==> src/rtl/tdm_arb_pkg.sv <==
package tdm_arb_pkg;

    // Next-grant decision taken by the grant controller.
    typedef enum logic [1:0] {
        DEC_KEEP  = 2'd0,
        DEC_CLEAR = 2'd1,
        DEC_OWNER = 2'd2,
        DEC_PICK  = 2'd3
    } grant_dec_e;

    // Width of an index field, never below one bit.
    function automatic int unsigned idx_width(input int unsigned count);
        return (count > 1) ? $clog2(count) : 1;
    endfunction

    // True when a deadline lies within one slot length.
    function automatic logic within_slot(input logic [31:0] dl, input int unsigned slot_len);
        return dl <= slot_len;
    endfunction

endpackage

==> src/rtl/tdm_frame_timer.sv <==
module tdm_frame_timer
    import tdm_arb_pkg::*;
#(
    parameter int unsigned SLOTS    = 4,
    parameter int unsigned SLOT_LEN = 27,
    parameter int unsigned SLOT_W   = idx_width(SLOTS),
    parameter int unsigned CYC_W    = idx_width(SLOT_LEN)
) (
    input  logic              clk,
    input  logic              rst,
    output logic [SLOT_W-1:0] slot_o,
    output logic [CYC_W-1:0]  cycle_o,
    output logic              slot_start_o
);

    localparam logic [CYC_W-1:0]  LAST_CYC  = CYC_W'(SLOT_LEN - 1);
    localparam logic [SLOT_W-1:0] LAST_SLOT = SLOT_W'(SLOTS - 1);

    logic wrap;

    assign wrap         = (cycle_o == LAST_CYC);
    assign slot_start_o = (cycle_o == '0);

    always_ff @(posedge clk) begin
        if (rst) begin
            cycle_o <= '0;
            slot_o  <= '0;
        end else begin
            cycle_o <= wrap ? '0 : cycle_o + 1'b1;
            if (wrap) begin
                slot_o <= (slot_o == LAST_SLOT) ? '0 : slot_o + 1'b1;
            end
        end
    end

    assert_cycle_range_R1: assert property (@(posedge clk) disable iff (rst)
        32'(cycle_o) < SLOT_LEN);
    assert_cycle_step_R1: assert property (@(posedge clk) disable iff (rst)
        (cycle_o != LAST_CYC) |=> (cycle_o == $past(cycle_o) + 1'b1));
    assert_slot_hold_R2: assert property (@(posedge clk) disable iff (rst)
        (cycle_o != LAST_CYC) |=> $stable(slot_o));
    assert_slot_wrap_R2: assert property (@(posedge clk) disable iff (rst)
        (cycle_o == LAST_CYC && slot_o == LAST_SLOT) |=> (slot_o == '0));

endmodule

==> src/rtl/tdm_edf_picker.sv <==
module tdm_edf_picker
    import tdm_arb_pkg::*;
#(
    parameter int unsigned SLOTS    = 4,
    parameter int unsigned NREQ     = 6,
    parameter int unsigned SLOT_LEN = 27,
    parameter int unsigned DL_W     = 8,
    parameter int unsigned ID_W     = idx_width(NREQ)
) (
    input  logic [NREQ-1:0]      pending_i,
    input  logic [NREQ*DL_W-1:0] deadline_i,
    output logic                 pick_valid_o,
    output logic [ID_W-1:0]      pick_id_o
);

    logic [DL_W-1:0] best_dl;
    logic            best_locked;

    // Ascending scan: replace only on a strictly smaller deadline; an
    // urgent critical candidate, once held, is never displaced.
    always_comb begin
        pick_valid_o = 1'b0;
        pick_id_o    = '0;
        best_dl      = '0;
        best_locked  = 1'b0;
        for (int i = 0; i < int'(NREQ); i++) begin
            logic [DL_W-1:0] dl;
            logic            urgent_crit;
            dl          = deadline_i[i*DL_W +: DL_W];
            urgent_crit = (i < int'(SLOTS)) && within_slot(32'(dl), SLOT_LEN);
            if (pending_i[i]) begin
                if (!pick_valid_o || (!best_locked && dl < best_dl)) begin
                    pick_valid_o = 1'b1;
                    pick_id_o    = ID_W'(i);
                    best_dl      = dl;
                    best_locked  = urgent_crit;
                end
            end
        end
    end

    always_comb begin
        if (pick_valid_o) begin
            assert_pick_pending_R6: assert (pending_i[pick_id_o]);
        end
    end

endmodule

==> src/rtl/tdm_grant_ctrl.sv <==
module tdm_grant_ctrl
    import tdm_arb_pkg::*;
#(
    parameter int unsigned SLOTS    = 4,
    parameter int unsigned NREQ     = 6,
    parameter int unsigned SLOT_LEN = 27,
    parameter int unsigned DL_W     = 8,
    parameter int unsigned SLOT_W   = idx_width(SLOTS),
    parameter int unsigned ID_W     = idx_width(NREQ)
) (
    input  logic                 clk,
    input  logic                 rst,
    input  logic [SLOT_W-1:0]    slot_i,
    input  logic                 slot_start_i,
    input  logic [NREQ-1:0]      pending_i,
    input  logic [NREQ*DL_W-1:0] deadline_i,
    input  logic                 cas_i,
    input  logic                 pick_valid_i,
    input  logic [ID_W-1:0]      pick_id_i,
    output logic                 grant_valid_o,
    output logic [ID_W-1:0]      grant_id_o
);

    grant_dec_e      dec;
    logic            owner_pend;
    logic [DL_W-1:0] owner_dl;
    logic            owner_urgent;

    assign owner_pend   = pending_i[slot_i];
    assign owner_dl     = deadline_i[int'(slot_i)*DL_W +: DL_W];
    assign owner_urgent = owner_pend && within_slot(32'(owner_dl), SLOT_LEN);

    always_comb begin
        if (!grant_valid_o) begin
            dec = DEC_PICK;
        end else if (slot_start_i && owner_urgent) begin
            dec = DEC_OWNER;
        end else if (cas_i) begin
            dec = DEC_CLEAR;
        end else if (slot_start_i) begin
            dec = DEC_PICK;
        end else begin
            dec = DEC_KEEP;
        end
    end

    always_ff @(posedge clk) begin
        if (rst) begin
            grant_valid_o <= 1'b0;
            grant_id_o    <= '0;
        end else begin
            unique case (dec)
                DEC_OWNER: begin
                    grant_valid_o <= 1'b1;
                    grant_id_o    <= ID_W'(slot_i);
                end
                DEC_CLEAR: begin
                    grant_valid_o <= 1'b0;
                    grant_id_o    <= '0;
                end
                DEC_PICK: begin
                    grant_valid_o <= pick_valid_i;
                    grant_id_o    <= pick_valid_i ? pick_id_i : '0;
                end
                default: begin
                    grant_valid_o <= grant_valid_o;
                    grant_id_o    <= grant_id_o;
                end
            endcase
        end
    end

    assert_reset_R3: assert property (@(posedge clk)
        rst |=> (!grant_valid_o && grant_id_o == '0));
    assert_idle_R4: assert property (@(posedge clk) disable iff (rst)
        (!grant_valid_o && pending_i == '0) |=> !grant_valid_o);
    assert_hold_R8: assert property (@(posedge clk) disable iff (rst)
        (grant_valid_o && !slot_start_i && !cas_i) |=> (grant_valid_o && $stable(grant_id_o)));
    assert_release_R9: assert property (@(posedge clk) disable iff (rst)
        (grant_valid_o && !slot_start_i && cas_i) |=> !grant_valid_o);
    assert_preempt_R10: assert property (@(posedge clk) disable iff (rst)
        (grant_valid_o && slot_start_i && owner_urgent)
            |=> (grant_valid_o && 32'(grant_id_o) == 32'($past(slot_i))));
    assert_idle_id_R12: assert property (@(posedge clk) disable iff (rst)
        !grant_valid_o |-> (grant_id_o == '0));

endmodule

==> src/rtl/tdm_deadline_arbiter.sv <==
module tdm_deadline_arbiter
    import tdm_arb_pkg::*;
#(
    parameter int unsigned SLOTS    = 4,
    parameter int unsigned NREQ     = 6,
    parameter int unsigned SLOT_LEN = 27,
    parameter int unsigned DL_W     = 8,
    parameter int unsigned SLOT_W   = idx_width(SLOTS),
    parameter int unsigned CYC_W    = idx_width(SLOT_LEN),
    parameter int unsigned ID_W     = idx_width(NREQ)
) (
    input  logic                 clk,
    input  logic                 rst,
    input  logic [NREQ-1:0]      req_pending,
    input  logic [NREQ*DL_W-1:0] req_deadline,
    input  logic                 cmd_is_cas,
    output logic [SLOT_W-1:0]    slot_idx,
    output logic [CYC_W-1:0]     slot_cycle,
    output logic                 grant_valid,
    output logic [ID_W-1:0]      grant_id
);

    logic            slot_start;
    logic            pick_valid;
    logic [ID_W-1:0] pick_id;

    initial begin
        assert_cfg_R2: assert (SLOTS > 1 && NREQ >= SLOTS && SLOT_LEN > 1);
    end

    tdm_frame_timer #(
        .SLOTS(SLOTS), .SLOT_LEN(SLOT_LEN), .SLOT_W(SLOT_W), .CYC_W(CYC_W)
    ) u_timer (
        .clk(clk), .rst(rst),
        .slot_o(slot_idx), .cycle_o(slot_cycle), .slot_start_o(slot_start)
    );

    tdm_edf_picker #(
        .SLOTS(SLOTS), .NREQ(NREQ), .SLOT_LEN(SLOT_LEN), .DL_W(DL_W), .ID_W(ID_W)
    ) u_picker (
        .pending_i(req_pending), .deadline_i(req_deadline),
        .pick_valid_o(pick_valid), .pick_id_o(pick_id)
    );

    tdm_grant_ctrl #(
        .SLOTS(SLOTS), .NREQ(NREQ), .SLOT_LEN(SLOT_LEN), .DL_W(DL_W),
        .SLOT_W(SLOT_W), .ID_W(ID_W)
    ) u_grant (
        .clk(clk), .rst(rst),
        .slot_i(slot_idx), .slot_start_i(slot_start),
        .pending_i(req_pending), .deadline_i(req_deadline), .cas_i(cmd_is_cas),
        .pick_valid_i(pick_valid), .pick_id_i(pick_id),
        .grant_valid_o(grant_valid), .grant_id_o(grant_id)
    );

endmodule

==> config.mk <==
export PLATFORM = sky130hd
export DESIGN_NAME = tdm_deadline_arbiter
export DESIGN_NICKNAME = d
export VERILOG_FILES = /design/src/rtl/tdm_arb_pkg.sv /design/src/rtl/tdm_frame_timer.sv /design/src/rtl/tdm_edf_picker.sv /design/src/rtl/tdm_grant_ctrl.sv /design/src/rtl/tdm_deadline_arbiter.sv
export SDC_FILE = /design/constraint.sdc
export NUM_CORES = 1
export LEC_CHECK = 0
export BUFFER_PORTS_ARGS = -buffer_cell sky130_fd_sc_hd__buf_2
export CORE_MARGIN = 3
export CORE_UTILIZATION = 55
export CTS_CLUSTER_DIAMETER = 40
export DETAILED_ROUTE_END_ITERATION = 10
export GPL_ROUTABILITY_DRIVEN = 1
export PLACE_DENSITY = 0.83
export SLEW_MARGIN = 20
export SYNTH_ARGS = -nofsm -noshare
export SYNTH_HDL_FRONTEND = slang
export SYNTH_HIERARCHICAL = 1
export SYNTH_SLANG_ARGS = --single-unit
export TNS_END_PERCENT = 100
==> constraint.sdc <==
create_clock -name clk -period 29.7 [get_ports clk]
set_clock_uncertainty 0.15 [all_clocks]
set_input_delay 4.455 -clock clk [delete_from_list [all_inputs] [get_ports clk]]
set_output_delay 4.455 -clock clk [all_outputs]
set_load 0.005 [all_outputs]
Word-level counts from Yosys, hierarchy flattened
Cells that the tools add are included.
{ "word_totals": {"in_bits": 57, "regBits": 11, "elab_cells": 97, "output_inout_bits": 11} }
{ "op_classes": {"shift": 1, "reduce_logical": 25, "magnitude_cmp": 11, "eq_ne": 5, "add_sub_neg": 2, "mux": 49} }
{ "ops": {"columns": ["operator", "n"], "rows": [
  ["$mux W8", 9],
  ["$shiftx A48 B6 Y8", 1],
  ["$le A8 B5 Y1 const B", 5],
  ["$lt A8 B8 Y1", 5],
  ["$mux W3", 10],
  ["$mux W1", 22],
  ["$logic_not A1 Y1", 10],
  ["$mux W2", 5],
  ["$pmux W3 S3", 1],
  ["$logic_and A1 B1 Y1", 7],
  ["$eq A2 B2 Y1 const B", 3],
  ["$add A5 B1 Y5 const B", 1],
  ["$eq A5 B5 Y1 const B", 1],
  ["$logic_not A5 Y1", 1],
  ["$logic_or A1 B1 Y1", 5],
  ["$lt A2 B4 Y1 const B", 1],
  ["$pmux W1 S3", 1],
  ["$reduce_bool A3 Y1", 1],
  ["$add A2 B1 Y2 const B", 1],
  ["$bmux W1 S2", 1],
  ["$eq A2 B1 Y1 const B", 1],
  ["$reduce_or A2 Y1", 1]
]} }

Logic depth before layout (Yosys ltp)
Gate-level depths: netlist of the first run.
{ "depth": {"word_depth": 29, "ltp_mapped": 53, "ltp_nobuf": 48} }

Cells and area by module
The synthesis of the first run kept the hierarchy.
{ "modules_own_cells": {"columns": ["module", "seq_area_each_um2", "cells_each", "n_inst", "area_per_inst_um2"], "rows": [
  ["tdm_edf_picker", 0.0, 239, 1, 1680.4],
  ["tdm_grant_ctrl", 80.1, 44, 1, 386.6],
  ["tdm_frame_timer", 140.1, 35, 1, 385.4]
]} }

Worst setup path before layout of the first run
Ideal clock, no wire load.
{ "synth_path": {"kind": "in2reg", "start": "in req_pending[0]", "end": "reg u_grant.grant_id_o[1]", "path_slack_ns": 15.678, "t_required_ns": 29.433, "path_stages": 51, "arrival_ns": 13.755, "cell_sequence": "buf_4 > clkbuf_1 > nand2_1 > ha_1 > a41oi_1 > o221ai_1 > a21oi_2 > o21a_1 > buf_6 > clkbuf_1 > nand2_1 > o21ai_0 > inv_1 > ha_1 > a21oi_1 > o21ai_0 > a211o_1 > a21oi_1 > [... 15 more ...] > a21o_1 > a21oi_1 > and3_1 > nand2_1 > a21o_1 > a21boi_4 > mux2_2 > ha_1 > a21o_1 > a21o_1 > a21oi_1 > o21a_1 > nand3_1 > a31oi_1 > and2_1 > a2111oi_0 > a32o_1 > a22o_1"} }
{ "synth_via": {"elab_chain_len": 28} }
{ "synth_rtl": {"columns": ["item", "line", "rtl"], "rows": [
  ["from (decl)", "tdm_deadline_arbiter.sv:14", "input logic [NREQ-1:0] req_pending,"],
  ["$mux W8 or $mux W1 (tied branches)", "tdm_edf_picker.sv:31", "if (pending_i[i]) begin"],
  ["$lt A8 B8 Y1 or $logic_not A1 Y1 (tied branches)", "tdm_edf_picker.sv:32", "if (!pick_valid_o || (!best_locked && dl < best_dl)) begin"],
  ["$logic_and A1 B1 Y1", "tdm_edf_picker.sv:32", null],
  ["$logic_or A1 B1 Y1", "tdm_edf_picker.sv:32", null],
  ["$mux W8 or $mux W1 (tied branches)", "tdm_edf_picker.sv:32", null],
  ["$mux W8 or $mux W1 (tied branches)", "tdm_edf_picker.sv:31", null],
  ["$lt A8 B8 Y1 or $logic_not A1 Y1 (tied branches)", "tdm_edf_picker.sv:32", null],
  ["$logic_and A1 B1 Y1", "tdm_edf_picker.sv:32", null],
  ["[... 13 more ...]", null, null],
  ["$lt A8 B8 Y1 or $logic_not A1 Y1 (tied branches)", "tdm_edf_picker.sv:32", null],
  ["$logic_and A1 B1 Y1", "tdm_edf_picker.sv:32", null],
  ["$logic_or A1 B1 Y1", "tdm_edf_picker.sv:32", null],
  ["$mux W3", "tdm_edf_picker.sv:32", null],
  ["$mux W3 (*)", "tdm_edf_picker.sv:31", null],
  ["via pick_id[1]", "tdm_deadline_arbiter.sv:25", "logic [ID_W-1:0] pick_id;"],
  ["$mux W3 (*)", "tdm_grant_ctrl.sv:63", "grant_id_o <= pick_valid_i ? pick_id_i : '0;"],
  ["$pmux W3 S3 (*)", "tdm_grant_ctrl.sv:52", "unique case (dec)"],
  ["to (signal assigned)", "tdm_grant_ctrl.sv:55", "grant_id_o <= ID_W'(slot_i);"],
  ["to (signal assigned)", "tdm_grant_ctrl.sv:63", null],
  ["to (signal assigned)", "tdm_grant_ctrl.sv:67", "grant_id_o <= grant_id_o;"],
  ["to (decl)", "tdm_grant_ctrl.sv:21", "output logic [ID_W-1:0] grant_id_o"]
]} }
The timed path passes the listed nets; every way through them passes the cells marked *. The select of a mux whose other input is x is not followed.
A chain may end at the register's enable or synchronous reset.

Final worst setup path of the first run
Same ends and word-level chain as after synthesis.

==> results of run 1 <==
synth_stat cells (7+ instances only):
master	count	area, µm²
nand3_1	7	35.0
o21ai_0	15	75.1
dfxtp_1	11	220
inv_1	30	113
a21oi_1	23	115
mux2i_1	8	80.1
a21o_1	10	75.1
nand2b_1	9	56.3
nor3_1	10	50.1
nor2_1	20	75.1
nand2_1	25	93.8
mux2_2	7	78.8
ha_1	39	488
cells by family after synthesis:
group,share of synthesized area
AO/OA/AOI/OAI,0.291
XOR/XNOR,0.00357
adder cells (fa/ha/maj),0.199
buffers and inverters,0.0796
flip-flops,0.0898
multiplexers,0.0770
AND/OR/NAND/NOR,0.260
routing by layer:
metal	part of all wire	wire, µm	up-vias
met4	0.0046	29	0
li1	-	-	1319
met5	0	0	-
met2	0.49	3060	73
met1	0.45	2840	1176
met3	0.053	333	4
final timing paths:
path         slack, ns               endpoint             startpoint
max              14.99  u_grant/grant_id_o[1]         req_pending[0]
max reg2reg      27.22  u_grant/grant_id_o[0]     u_timer/cycle_o[0]
min               0.32  u_grant/grant_id_o[2]  u_grant/grant_id_o[2]
min reg2reg       0.32  u_grant/grant_id_o[2]  u_grant/grant_id_o[2]
stage by stage:
stage               setup slack (ns)  cells  power (W)  instance area (µm²)
finish                         14.99    427  0.0000907                 2810
global route                   14.23    427  0.0000999                 2810
CTS                            15.09    427  0.0000907                 2810
detailed placement             14.86    423  0.0000753                 2770
global placement               15.17    423  0.0000732                 2770
floorplan                      15.68    318  0.0000599                 2450
state kept, by name, summed over array words and instances, names as in the netlist:
register               flops
u_timer/cycle_o            5
u_grant/grant_valid_o      1
u_timer/slot_o             2
u_grant/grant_id_o         3
worst register-to-register path, delay by kind of cell (launching register included):
kind / cells / cell delay [ns]
fa+ha+maj: 1 / 0.15
buf+inv: 2 / 0.30
compound gates: 2 / 0.49
simple gates: 1 / 0.62
mux: 1 / 0.32
flops: 1 / 0.35
placed cells by master (no fill, tap or decap), types with 7 or more instances in the layout:
| cell | synthesis | layout |
|---|---|---|
| ha_1 | 39 | 39 |
| a21oi_1 | 23 | 23 |
| mux2i_1 | 8 | 8 |
| nand2b_1 | 9 | 9 |
| buf_2 | 0 | 67 |
| nand3_1 | 7 | 7 |
| o21ai_0 | 15 | 15 |
| a21o_1 | 10 | 10 |
| nor2_1 | 20 | 20 |
| dfxtp_1 | 11 | 11 |
| mux2_2 | 7 | 7 |
| nand2_1 | 25 | 25 |
| inv_1 | 30 | 30 |
| nor3_1 | 10 | 10 |
power by group:
group | switching, W | internal, W
Sequential | 0.00000111 | 0.0000159
Clock | 0.00000541 | 0.00000940
Combinational | 0.0000321 | 0.0000267
layout make-up:
cell class	instances	area, µm²	area share
Multi-Input combinational cell	265	2040	0.724
Timing Repair Buffer	67	335	0.119
Sequential cell	11	220	0.0783
Inverter	30	113	0.0400
Tap cell	50	62.6	0.0222
Clock buffer	4	45.0	0.0160
==> results.yml, run 1 <==
clocking:
  numCtsBuffers: 3
  clk_pin_slew_ns: 0.05
  htree_levels: 1
  cts_sinks: 11
  cts_setup_buffers: 0
  tritoncts: "done"
  clockRootBuffer: "clkbuf_8"
  clock_latency_ns: 0.24
  cts_max_path_buffers: 2
  holdBufCountCts: 0
  cts_resized: 0
synthesis:
  syn_nets: 414
  ys_ff_latch: 11
  netlist_area_um2: 2450
  syn_inst: 318
  synth-seq-area-share: 0.0898
  avgSynthCellArea_um2: 7.71
  synth-edff-count: 0
  ys_async_sr_fraction: 0
  synth_warnings: 6
  ys.flop_type: "dfxtp_1"
  synth_cell_types: 70
global_route:
  grt.busiest_layer: "met2"
  grtUsageTotal: 0.235
  met1_usage: 0.312
  antenna_found_initial: 0
  met3_usage: 0.0179
  first_global_vias: 2308
  grt_start_max_net_pins: 19
  grt_pass1_wl_um: 10200
  grt_use_met2: 0.401
  overflow: 0
pwr:
  vdd_drop_max_mv: 0.0144
  leakage_nw: 1.37
  powerDensity_nw_per_um2: 32.2
timing:
  timing.slew.headroom: 0.456
  min_period_ns: 14.71
  whs_ns: 0.319
  timing.final.crit_share: 0.495
  max_freq_mhz: 68.0
  setup_viol: 0
  timing.final.max_slew_violations: 0
  tightest_slew_ns: 0.796
  final-hold-violation-count: 0
  setup_tns_ns: 0
  grt_setup_unrepaired: "false"
critical_path:
  r2r_cells: 7
  cp_num_cells: 47
  crit_arrival_ns: 14.69
  critical-path-max-stage-delay_ns: 0.75
  crit_path_end_kind: "flop"
  cp_top_family: "compound AO/OA/AOI/OAI gates"
  start_kind: "input pin"
  required_ns: 29.68
  worstSetupPathType: "input pin to flop"
  critPathMaxFanout: 18
  crit_slowest_cell: "a2111oi_0"
  worst-path-buf-inv: 4
drt:
  ant_nets: 0
  viasPerCell: 6.02
  vias: 2572
  wire_per_inst_um: 14.7
  firstDrtPassIters: 4
  drt_iter0_markers: 143
  routed_wl_um: 6270
  drcViolationCount: 0
hold_path:
  worstHoldPathCells: 2
  hold_class: "flop to flop"
floorplanning:
  coreArea_um2: 4140
  initial_core_util: 0.592
  io_pins: 68
  dieArea_um2: 5300
  fp.dieW_um: 72.8
  fp-row-count: 23
  chipHeight_um: 72.8
layout:
  antenna_cells: 0
  drive_gt1_frac: 0.252
  area_delta_synth_final_pct: 14.7
  fill_cells: 372
  utilization: 0.679
  final_nets: 474
placement:
  portBuffers: 67
  hpwl_um: 5310
  place_congestion: 0.858
status:
  outcome: "complete, no violations"
flow_run:
  maxCapViolCount: 0
Power figures use the tool's default switching activity.
==> run 2, diff against run 1 <==
--- a/config.mk
+++ b/config.mk
@@ -5,13 +5,14 @@
 export SDC_FILE = /design/constraint.sdc
 export NUM_CORES = 1
 export LEC_CHECK = 0
+export ABC_AREA = 1
 export BUFFER_PORTS_ARGS = -buffer_cell sky130_fd_sc_hd__buf_2
 export CORE_MARGIN = 3
-export CORE_UTILIZATION = 55
+export CORE_UTILIZATION = 53
 export CTS_CLUSTER_DIAMETER = 40
 export DETAILED_ROUTE_END_ITERATION = 10
 export GPL_ROUTABILITY_DRIVEN = 1
-export PLACE_DENSITY = 0.83
+export PLACE_DENSITY = 0.82
 export SLEW_MARGIN = 20
 export SYNTH_ARGS = -nofsm -noshare
 export SYNTH_HDL_FRONTEND = slang
==> constraint.sdc (replaced) <==
create_clock -name clk -period 14 [get_ports clk]
set_clock_uncertainty 0.15 [all_clocks]
set_input_delay 2.1 -clock clk [delete_from_list [all_inputs] [get_ports clk]]
set_output_delay 2.1 -clock clk [all_outputs]
set_load 0.005 [all_outputs]
==> run 2 against run 1 <==
Against the previous run:
- register-to-register slack worse by 15 ns
- clock power rose by 120%
- synthesized cell count grew 24%
- die area decreased by 4.1%
- via count increased by 2.3%
- highest routed layer unchanged
==> results.yml, run 2 <==
status:
  outcome: "complete, no violations"
timing:
  timing.slew.headroom: 0.707
  grt_setup_unrepaired: "false"
  timing.final.crit_share: 0.611
  fin_ws_ns: 5.44
  setup_tns_ns: 0
  setup_viol: 0
  final-hold-violation-count: 0
  min_period_ns: 8.56
  max_freq_mhz: 117
  timing.final.max_slew_violations: 0
  tightest_slew_ns: 0.438
layout:
  largest_register_ffs: 5
  antenna_cells: 0
  reg_top3: "u_timer/cycle_o (5), u_grant/grant_id_o (3), u_timer/slot_o (2)"
  area_delta_synth_final_pct: 18.2
  final_cell_mix: "nand2_1, buf_2, nor2_1"
  drive_gt1_frac: 0.231
  largest_register: "u_timer/cycle_o"
  finalNonFillerCells: 508
  final_nets: 555
  fill_cells: 405
  final_area_um2: 2670
  final_common_cell: "nand2_1"
synthesis:
  synth-seq-area-share: 0.0975
  synth_common_cells: "nand2_1, nor2_1, ha_1, inv_1, o21ai_0"
  avgSynthCellArea_um2: 5.75
  ys_top_cells_by_area: "ha_1, nand2_1, dfxtp_1, nor2_1, o21ai_0"
  syn_nets: 489
  ys.flop_type: "dfxtp_1"
  synth_top_area_cell: "ha_1"
  netlist_area_um2: 2260
  yosysMostFrequentCell: "nand2_1"
  synth_warnings: 6
  synth-edff-count: 0
  synth_top_area_frac: 0.216
  synth_cell_types: 29
  ys_async_sr_fraction: 0
  ys_ff_latch: 11
  syn_inst: 393
critical_path:
  critPathMaxFanout: 18
  cp_common_cell: "nand2_1"
  cp_top_family: "simple AND/OR/NAND/NOR gates"
  crit_path_end_kind: "flop"
  worstSetupPathType: "input pin to flop"
  start_kind: "input pin"
  crit_arrival_ns: 8.59
  crit_slowest_cell: "or2_2"
  worst-path-buf-inv: 3
  critical-path-max-stage-delay_ns: 0.31
  required_ns: 14.03
floorplanning:
  chipHeight_um: 71.3
  initial_core_util: 0.557
  fp.dieW_um: 71.3
  dieArea_um2: 5080
  io_pins: 68
  coreArea_um2: 4060
  fp-row-count: 23
clocking:
  clockRootBuffer: "clkbuf_8"
  cts_resized: 0
  clock_latency_ns: 0.24
  htree_levels: 1
  cts_max_path_buffers: 2
  cts_sinks: 11
  numCtsBuffers: 3
  tritoncts: "done"
  holdBufCountCts: 0
  cts_setup_buffers: 0
  clk_pin_slew_ns: 0.05
drt:
  ant_nets: 0
  wire_per_inst_um: 11.1
  viasPerCell: 5.18
  drcViolationCount: 0
  vias: 2632
  drt_iter0_markers: 85
  routed_wl_um: 5660
  firstDrtPassIters: 4
placement:
  hpwl_um: 4810
  dpl_worst_slack_ns: 5.27
  place_inst: 504
  portBuffers: 67
  placed_cell_area_um2: 2630
  place_congestion: 0.850
global_route:
  overflow: 0
  grtUsageTotal: 0.225
  first_global_vias: 2447
  grt_pass1_wl_um: 9780
  antenna_found_initial: 0
  grt_start_max_net_pins: 19
pwr:
  leakage_nw: 1.57
  vdd_drop_max_mv: 0.0602
  powerDensity_nw_per_um2: 69.5
flow_run:
  maxCapViolCount: 0
hold_path:
  hold_class: "flop to flop"
run 2: logic make-up (layout without fill, tap and decap cells):
family,after synthesis,count (layout),synth area share
AOI/OAI and AO/OA,57,57,0.137
xor gates and xnor gates,1,1,0.00388
buffers and inverters,52,117,0.0925
DFF,11,11,0.0975
and+or+nand+nor,233,233,0.453
adders and majority gates,39,39,0.216
run 2: stage by stage:
stage,power [W],hold slack (ns),util
final,0.000186,0.346,0.658
after global routing,0.000210,0.391,0.658
after CTS,0.000186,0.349,0.658
after detailed placement,0.000154,0.336,0.647
after global placement,0.000150,0.320,0.647
after floorplan,0.000122,0.316,-
run 2: worst min-delay path, cell delays in order, from the launching register on:
cell and delay, ns:
dfxtp_1 0.31, nand4_1 0.08, a21oi_1 0.06
run 2: final cells by class:
type | count | area [µm²] | area share
multi-input cells | 330 | 1830 | 0.685
well taps | 50 | 62.6 | 0.0234
inverters | 46 | 178 | 0.0665
repair buffers | 67 | 335 | 0.126
clock buffers | 4 | 45.0 | 0.0169
flip-flops and latches | 11 | 220 | 0.0825
run 2: final timing paths:
kind | from | to | slack (ns) | cells after the start
worst min-delay path | u_grant/grant_id_o[2] | u_grant/grant_id_o[2] | 0.35 | 2
worst min register to register | u_grant/grant_id_o[2] | u_grant/grant_id_o[2] | 0.35 | 2
worst max-delay path | req_pending[0] | u_grant/grant_id_o[0] | 5.44 | 51
worst max register to register | u_timer/slot_o[0] | u_grant/grant_id_o[0] | 12.10 | 11
run 2: routing by layer:
layer  global-route usage  vias up  wire length [µm]
met5                    0        -                 0
met4               0.0313        0                53
met3               0.0281        4               306
met2                0.405       78              2720
met1                0.292     1155              2570
li1                     -     1395                 -
run 2: power by group:
part / switching (W) / leakage [nW] / total, W / internal [W]
registers: 0.00000218 / 0.0901 / 0.0000359 / 0.0000337
clock network: 0.0000119 / 0.0228 / 0.0000319 / 0.0000200
logic: 0.0000710 / 1.46 / 0.000118 / 0.0000467
total: 0.0000851 / 1.57 / 0.000186 / 0.000100
